File: src/rtl/gpx_pkg.sv
package gpx_pkg;

  typedef enum logic [1:0] {
    GRP_IN  = 2'd0,
    GRP_OUT = 2'd1,
    GRP_POL = 2'd2,
    GRP_DIR = 2'd3
  } grp_e;

  typedef struct packed {
    grp_e       grp;
    logic [1:0] bank;
  } ptr_t;

  typedef enum logic [3:0] {
    LK_IDLE,
    LK_ADDR,
    LK_AACK,
    LK_PTR,
    LK_PACK,
    LK_WR,
    LK_WACK,
    LK_RD,
    LK_RACK
  } link_st_e;

endpackage

File: src/rtl/gpx_sync.sv
module gpx_sync #(
  parameter int          W   = 1,
  parameter logic [W-1:0] RST = '0
) (
  input  logic         clk,
  input  logic         rst_n,
  input  logic [W-1:0] d,
  output logic [W-1:0] q
);
  logic [W-1:0] meta_q;

  always_ff @(posedge clk or negedge rst_n) begin
    if (!rst_n) begin
      meta_q <= RST;
      q      <= RST;
    end else begin
      meta_q <= d;
      q      <= meta_q;
    end
  end
endmodule

File: src/rtl/gpx_regbank.sv
module gpx_regbank
  import gpx_pkg::*;
#(
  parameter int BANKS = 2,
  localparam int NP = 8 * BANKS
) (
  input  logic          clk,
  input  logic          rst_n,
  input  logic          wr_en,
  input  ptr_t          wr_ptr,
  input  logic [7:0]    wr_data,
  input  ptr_t          rd_ptr,
  input  logic [NP-1:0] pin_s,
  output logic [7:0]    rd_data,
  output logic [NP-1:0] out_v,
  output logic [NP-1:0] pol_v,
  output logic [NP-1:0] dir_v
);

  for (genvar b = 0; b < BANKS; b++) begin : g_bank
    logic [7:0] out_q, pol_q, dir_q;
    logic [7:0] out_d, pol_d, dir_d;
    logic       bank_we;

    assign bank_we = wr_en && (wr_ptr.bank == 2'(b));

    always_comb begin
      out_d = out_q;
      pol_d = pol_q;
      dir_d = dir_q;
      if (bank_we) begin
        case (wr_ptr.grp)
          GRP_OUT: out_d = wr_data;
          GRP_POL: pol_d = wr_data;
          GRP_DIR: dir_d = wr_data;
          default: ;
        endcase
      end
    end

    always_ff @(posedge clk or negedge rst_n) begin
      if (!rst_n) begin
        out_q <= 8'hFF;
        pol_q <= 8'h00;
        dir_q <= 8'hFF;
      end else if (bank_we) begin
        out_q <= out_d;
        pol_q <= pol_d;
        dir_q <= dir_d;
      end
    end

    assign out_v[b*8 +: 8] = out_q;
    assign pol_v[b*8 +: 8] = pol_q;
    assign dir_v[b*8 +: 8] = dir_q;
  end

  always_comb begin
    rd_data = 8'h00;
    for (int b = 0; b < BANKS; b++) begin
      if (rd_ptr.bank == 2'(b)) begin
        case (rd_ptr.grp)
          GRP_IN:  rd_data = pin_s[b*8 +: 8] ^ (pol_v[b*8 +: 8] & dir_v[b*8 +: 8]);
          GRP_OUT: rd_data = out_v[b*8 +: 8];
          GRP_POL: rd_data = pol_v[b*8 +: 8];
          default: rd_data = dir_v[b*8 +: 8];
        endcase
      end
    end
  end
endmodule

File: src/rtl/gpx_link.sv
module gpx_link
  import gpx_pkg::*;
#(
  parameter int BANKS = 2
) (
  input  logic       clk,
  input  logic       rst_n,
  input  logic [6:0] dev_addr,
  input  logic       scl_s,
  input  logic       sda_s,
  input  logic [7:0] rd_data,
  output ptr_t       ptr,
  output logic       wr_en,
  output logic [7:0] wr_data,
  output logic       start,
  output logic       stop,
  output logic       sda_oe
);
  localparam logic [2:0] LAST_BANK = 3'(BANKS - 1);

  link_st_e   st_q, st_d;
  logic [3:0] cnt_q, cnt_d;
  logic [7:0] sh_q, sh_d;
  logic       rw_q, rw_d;
  logic       mack_q, mack_d;
  logic       oe_q, oe_d;
  ptr_t       ptr_q, ptr_d;
  logic       scl_q, sda_q;
  logic       scl_rise, scl_fall, ptr_ok;

  function automatic ptr_t step(ptr_t p);
    ptr_t n = p;
    n.bank = ({1'b0, p.bank} == LAST_BANK) ? 2'd0 : p.bank + 2'd1;
    return n;
  endfunction

  assign scl_rise = scl_s & ~scl_q;
  assign scl_fall = ~scl_s & scl_q;
  assign start    = scl_s & scl_q & sda_q & ~sda_s;
  assign stop     = scl_s & scl_q & ~sda_q & sda_s;
  assign ptr_ok   = (sh_q[7:4] == 4'h0) && ({1'b0, sh_q[1:0]} <= LAST_BANK);

  always_comb begin
    st_d = st_q; cnt_d = cnt_q; sh_d = sh_q; rw_d = rw_q;
    mack_d = mack_q; oe_d = oe_q; ptr_d = ptr_q; wr_en = 1'b0;
    if (start) begin
      st_d = LK_ADDR; cnt_d = 4'd0; oe_d = 1'b0;
    end else if (stop) begin
      st_d = LK_IDLE; oe_d = 1'b0;
    end else if (scl_rise) begin
      if ((st_q == LK_ADDR || st_q == LK_PTR || st_q == LK_WR) && cnt_q != 4'd8) begin
        sh_d  = {sh_q[6:0], sda_s};
        cnt_d = cnt_q + 4'd1;
      end else if (st_q == LK_RACK) begin
        mack_d = ~sda_s;
      end
    end else if (scl_fall) begin
      case (st_q)
        LK_ADDR: if (cnt_q == 4'd8) begin
          if (sh_q[7:1] == dev_addr) begin
            st_d = LK_AACK; oe_d = 1'b1; rw_d = sh_q[0];
          end else st_d = LK_IDLE;
        end
        LK_PTR: if (cnt_q == 4'd8) begin
          if (ptr_ok) begin
            st_d = LK_PACK; oe_d = 1'b1; ptr_d = ptr_t'(sh_q[3:0]);
          end else st_d = LK_IDLE;
        end
        LK_WR: if (cnt_q == 4'd8) begin
          wr_en = 1'b1; ptr_d = step(ptr_q); st_d = LK_WACK; oe_d = 1'b1;
        end
        LK_AACK, LK_RACK: begin
          cnt_d = 4'd0;
          if (st_q == LK_AACK && !rw_q) begin
            st_d = LK_PTR; oe_d = 1'b0;
          end else if (st_q == LK_RACK && !mack_q) begin
            st_d = LK_IDLE; oe_d = 1'b0;
          end else begin
            st_d = LK_RD; sh_d = rd_data; oe_d = ~rd_data[7]; ptr_d = step(ptr_q);
          end
        end
        LK_PACK, LK_WACK: begin
          st_d = LK_WR; oe_d = 1'b0; cnt_d = 4'd0;
        end
        LK_RD: if (cnt_q == 4'd7) begin
          st_d = LK_RACK; oe_d = 1'b0;
        end else begin
          cnt_d = cnt_q + 4'd1; sh_d = {sh_q[6:0], 1'b0}; oe_d = ~sh_q[6];
        end
        default: ;
      endcase
    end
  end

  always_ff @(posedge clk or negedge rst_n) begin
    if (!rst_n) begin
      st_q <= LK_IDLE; cnt_q <= 4'd0; sh_q <= 8'h00; rw_q <= 1'b0;
      mack_q <= 1'b0; oe_q <= 1'b0; ptr_q <= '0; scl_q <= 1'b1; sda_q <= 1'b1;
    end else begin
      st_q <= st_d; cnt_q <= cnt_d; sh_q <= sh_d; rw_q <= rw_d;
      mack_q <= mack_d; oe_q <= oe_d; ptr_q <= ptr_d; scl_q <= scl_s; sda_q <= sda_s;
    end
  end

  assign ptr     = ptr_q;
  assign wr_data = sh_q;
  assign sda_oe  = oe_q;
endmodule

File: src/rtl/gpx_i2c_target.sv
module gpx_i2c_target
  import gpx_pkg::*;
#(
  parameter int BANKS = 2,
  localparam int NP = 8 * BANKS
) (
  input  logic          clk,
  input  logic          rst_n,
  input  logic [6:0]    dev_addr,
  input  logic          scl_i,
  input  logic          sda_i,
  output logic          sda_oe,
  input  logic [NP-1:0] pin_i,
  output logic [NP-1:0] pin_o,
  output logic [NP-1:0] pin_oe
);
  logic [1:0]    rst_sh;
  logic          rst_q;
  logic [1:0]    bus_s;
  logic          scl_s, sda_s;
  logic [NP-1:0] pin_s, pol_v, dir_v;
  logic [7:0]    rd_data, wr_data;
  logic          wr_en, start, stop;
  ptr_t          ptr;

  always_ff @(posedge clk or negedge rst_n) begin
    if (!rst_n) rst_sh <= 2'b00;
    else        rst_sh <= {rst_sh[0], 1'b1};
  end
  assign rst_q = rst_sh[1];

  gpx_sync #(.W(2), .RST(2'b11)) u_bus_sync (
    .clk(clk), .rst_n(rst_q), .d({scl_i, sda_i}), .q(bus_s));
  assign scl_s = bus_s[1];
  assign sda_s = bus_s[0];

  gpx_sync #(.W(NP), .RST('0)) u_pin_sync (
    .clk(clk), .rst_n(rst_q), .d(pin_i), .q(pin_s));

  gpx_link #(.BANKS(BANKS)) u_link (
    .clk(clk), .rst_n(rst_q), .dev_addr(dev_addr), .scl_s(scl_s), .sda_s(sda_s),
    .rd_data(rd_data), .ptr(ptr), .wr_en(wr_en), .wr_data(wr_data),
    .start(start), .stop(stop), .sda_oe(sda_oe));

  gpx_regbank #(.BANKS(BANKS)) u_regs (
    .clk(clk), .rst_n(rst_q), .wr_en(wr_en), .wr_ptr(ptr), .wr_data(wr_data),
    .rd_ptr(ptr), .pin_s(pin_s), .rd_data(rd_data), .out_v(pin_o),
    .pol_v(pol_v), .dir_v(dir_v));

  assign pin_oe = ~dir_v;
endmodule

File: config.mk
export PLATFORM = sky130hd
export DESIGN_NAME = gpx_i2c_target
export DESIGN_NICKNAME = d
export VERILOG_FILES = /design/src/rtl/gpx_pkg.sv /design/src/rtl/gpx_sync.sv /design/src/rtl/gpx_regbank.sv /design/src/rtl/gpx_link.sv /design/src/rtl/gpx_i2c_target.sv
export SDC_FILE = /design/constraint.sdc
export NUM_CORES = 1
export LEC_CHECK = 0
export BUFFER_PORTS_ARGS = -buffer_cell sky130_fd_sc_hd__clkbuf_2
export CORE_UTILIZATION = 30
export CTS_CLUSTER_SIZE = 12
export DETAILED_ROUTE_END_ITERATION = 12
export PLACE_DENSITY = 0.47
export SLEW_MARGIN = 20
export SYNTH_ARGS = -nofsm -noshare
export SYNTH_HDL_FRONTEND = slang
export SYNTH_SLANG_ARGS = --single-unit
File: constraint.sdc
create_clock -name clk -period 3.6 [get_ports clk]
set_clock_uncertainty 0.15 [all_clocks]
set_input_delay 0.36 -clock clk [delete_from_list [all_inputs] [get_ports clk]]
set_output_delay 0.36 -clock clk [all_outputs]
set_load 0.02 [all_outputs]
==> flow_metrics.env <==
export IMPL_syn_area_um2=5508
export IMPL_n_antenna_cell=0
export IMPL_async_flop_share=1.000
export IMPL_worst_pin_slew_ns=0.8713
export IMPL_fin_crit_sh=0.7574
export IMPL_worstReg2RegEnd="u_regs.g_bank[1].pol_q[1]"
export IMPL_r2r_setup_slack_ns=0.87
export IMPL_firstDrtPassIters=4
export IMPL_arrival_ns=2.81
export IMPL_via_per_inst=5.159
export IMPL_io_pins=60
export IMPL_dp_hpwl_um=10100
export IMPL_crit_path_max_incr_delay_ns=0.55
export IMPL_rsz0062_at_grt="no"
export IMPL_drive_gt1_frac=0.3512
export IMPL_gp_congestion=0.8278
export IMPL_cts_buffers=9
export IMPL_cts_buffer_depth=2
export IMPL_synth_nets=534
export IMPL_crit_type="register to register"
export IMPL_areaGrowthSynthToFinish_pct=19.51
export IMPL_wl_met2_um=7110
export IMPL_synthSimpleGateAreaFrac=0.1372
export IMPL_worst_path_buf_inv=1
export IMPL_setup_worst_path_start_class="register"
export IMPL_cts_sinks=111
export IMPL_avgSynthCellArea_um2=10.97
export IMPL_synth_top_family_by_area="multiplexers"
export IMPL_maxClockFrequency_mhz=366.8
export IMPL_synth_fa_ha_area_frac=0.01136
export IMPL_cp_max_fo=8
export IMPL_setup_viol=0
export IMPL_cp_top_family="simple AND/OR/NAND/NOR gates"
export IMPL_dieHeight_um=137.5
export IMPL_path_cells="inv_1 > ha_1 > nor2b_1 > nand4_2 > nor2_2 > nand2_1 > mux2_2"
export IMPL_netlist_instances=502
export IMPL_tns_ns=0
export IMPL_wl_met3_um=540
export IMPL_clock_latency_ns=0.36
export IMPL_slowest_stage="dfstp_2"
export IMPL_core_um2=17960
export IMPL_routed_wirelength_um=14450
export IMPL_drc=0
export IMPL_finalPower_mw=3.510
export IMPL_cp_data_required_time_ns=3.68
export IMPL_cts_tree="done"
export IMPL_r2r_worst_path_cells=7
export IMPL_power_density_nw_per_um2=533.3
export IMPL_synth_edf_count=0
export IMPL_grt_pass1_vias=4092
export IMPL_peakVddDrop_v=0.0002571
export IMPL_drtIter0Drc=259
export IMPL_antenna_left=0
export IMPL_rows=49
export IMPL_finalCriticalPeriod_ns=2.727
export IMPL_status="completed"
export IMPL_cp_end_kind="register"
export IMPL_num_vias=4163
export IMPL_slew_headroom=0.4191
export IMPL_htree_levels=3
export IMPL_ys_flop_type="dfrtp_1"
export IMPL_port_buffer_count=59
export IMPL_ys_seq_elements=111
export IMPL_overflow=0
export IMPL_leakage_nw=2.771
export IMPL_yosys_warnings=0
export IMPL_initial_utilization=0.3066
export IMPL_avgRoutedWirePerCell_um=17.90
export IMPL_grt_max_degree=63
export IMPL_r2r_start="u_link.scl_q"
export IMPL_grt_first_pass_wirelength_um=23040
export IMPL_synth_xor_area_share=0.01431
export IMPL_synthDistinctLibCells=63
export IMPL_highest_layer="met4"
export IMPL_dieWidth_um=137.5
export IMPL_maxSlewViolCount=0
export IMPL_grt_antenna_before_repair=0
export IMPL_synth_seq_area_share=0.5129
export IMPL_dieArea_um2=18900
export IMPL_final_hold_viol_count=0
export IMPL_m1WireLength_um=6543
export IMPL_maxCapViolCount=0
export IMPL_cts_root_buffer="clkbuf_16"
export IMPL_n_fill_cell=1797
export IMPL_min_path_type="primary input to async pin"
export IMPL_synth_compound_area_frac=0.1243
export IMPL_track_usage=0.1636
export IMPL_cts_clk_slew_worst_paths_ns=0.08
export IMPL_fin_nets=605
export IMPL_synthMuxAreaShare=0.1561
## stage by stage
step	hold WS, ns	cell area, µm²	cells	setup slack, ns	util
floorplan	-0.08559	5508	502	0.1952	-
global placement	-0.003204	6041	772	0.9742	0.3363
detailed placement	-0.001941	6041	772	0.8863	0.3363
CTS	0.1543	6583	807	0.8693	0.3664
global route	0.1670	6583	807	0.6793	0.3664
finish	0.1661	6583	807	0.8734	0.3664
## flip-flops by register name, summed over array words and instances (netlist names), 4 cells and up
signal	count
u_regs.g_bank.out_q	16
u_link.ptr	4
u_regs.g_bank.dir_q	16
u_regs.g_bank.pol_q	16
u_pin_sync.q	16
u_link.cnt_q	4
u_link.st_q	4
u_link.wr_data	8
u_pin_sync.meta_q	16
## metal layers
| metal | global-route usage | vias up |
|---|---|---|
| li1 | - | 1940 |
| met1 | 0.2131 | 2122 |
| met2 | 0.2722 | 86 |
| met3 | 0.02943 | 15 |
| met4 | 0.05495 | 0 |
| met5 | 0 | - |
## how the worst max path moves through the flow
stage / depth (start not counted) / endpoint / startpoint
finish: 7 / u_regs.g_bank[1].pol_q[1] / u_link.scl_q
global route: 7 / u_regs.g_bank[1].pol_q[1] / u_link.scl_q
CTS: 7 / u_regs.g_bank[1].pol_q[1] / u_link.scl_q
detailed placement: 7 / u_regs.g_bank[1].pol_q[1] / u_link.scl_q
global placement: 7 / u_regs.g_bank[1].pol_q[2] / u_link.scl_q
floorplan: 0 / u_link.cnt_q[0] / rst_sh[1]
## layout by cell type, fill, tap and decap left out, types with 3 or more instances in the layout
cell type / count
clkbuf_16: 9
a31oi_1: 12
nand2_1: 30
mux2i_1: 15
xnor2_1: 4
a211oi_1: 8
o311ai_0: 6
nor3_1: 9
a221oi_1: 4
ha_1: 5
dfrtp_1: 72
nor2_1: 32
nor2b_1: 10
bufinv_16: 3
o2111ai_1: 5
o21ai_0: 29
nand3_1: 20
xor2_1: 5
o221ai_1: 3
a2111oi_0: 3
nor4_1: 3
nand2b_1: 6
a21oi_1: 15
nand2_2: 3
nor3b_1: 4
clkbuf_2: 59
dfstp_2: 38
buf_4: 7
mux2_2: 63
inv_1: 30
dlygate4sd3_1: 19
## synthesized netlist by cell type, types with 8 or more instances
library cell	instances	share of area
dfstp_2	38	0.18
nor3_1	9	0.0082
nor2_1	32	0.022
mux2_2	63	0.13
o21ai_0	29	0.026
a21oi_1	15	0.014
nor2b_1	10	0.011
nand2_1	30	0.020
buf_2	13	0.012
mux2i_1	15	0.027
nand3_1	20	0.018
a211oi_1	8	0.011
dfrtp_1	73	0.33
clkbuf_1	10	0.0068
a31oi_1	12	0.014
inv_1	30	0.020
## report_power, final
part | total, mW | internal, mW | leakage, nW | switching, mW
clock | 1.19 | 0.704 | 0.173 | 0.485
sequential | 1.65 | 1.35 | 1.31 | 0.299
combinational | 0.668 | 0.314 | 1.29 | 0.354
## timing repair
action / in CTS / in global routing
buffers inserted: 0 / 0
resized for setup: 0 / 0
hold endpoints to repair: 20 / 0
hold buffers: 19 / 0
## cell families after synthesis
group	count (synthesis)
simple gates	141
flops	111
xor+xnor	9
other cells	1
buf+inv	56
mux	78
fa+ha+maj	5
compound gates	101
## area by class of cell
| type | instances | area [µm²] | share of cell area |
|---|---|---|---|
| flip-flops and latches | 111 | 2829 | 0.4298 |
| clock buffers | 10 | 239.0 | 0.03630 |
| multi-input cells | 335 | 2445 | 0.3714 |
| well taps | 229 | 286.5 | 0.04353 |
| repair buffers | 86 | 558.0 | 0.08477 |
| clock inverters | 6 | 112.6 | 0.01711 |
| inverters | 30 | 112.6 | 0.01711 |
No activity file was read; power rests on OpenSTA's default activity.
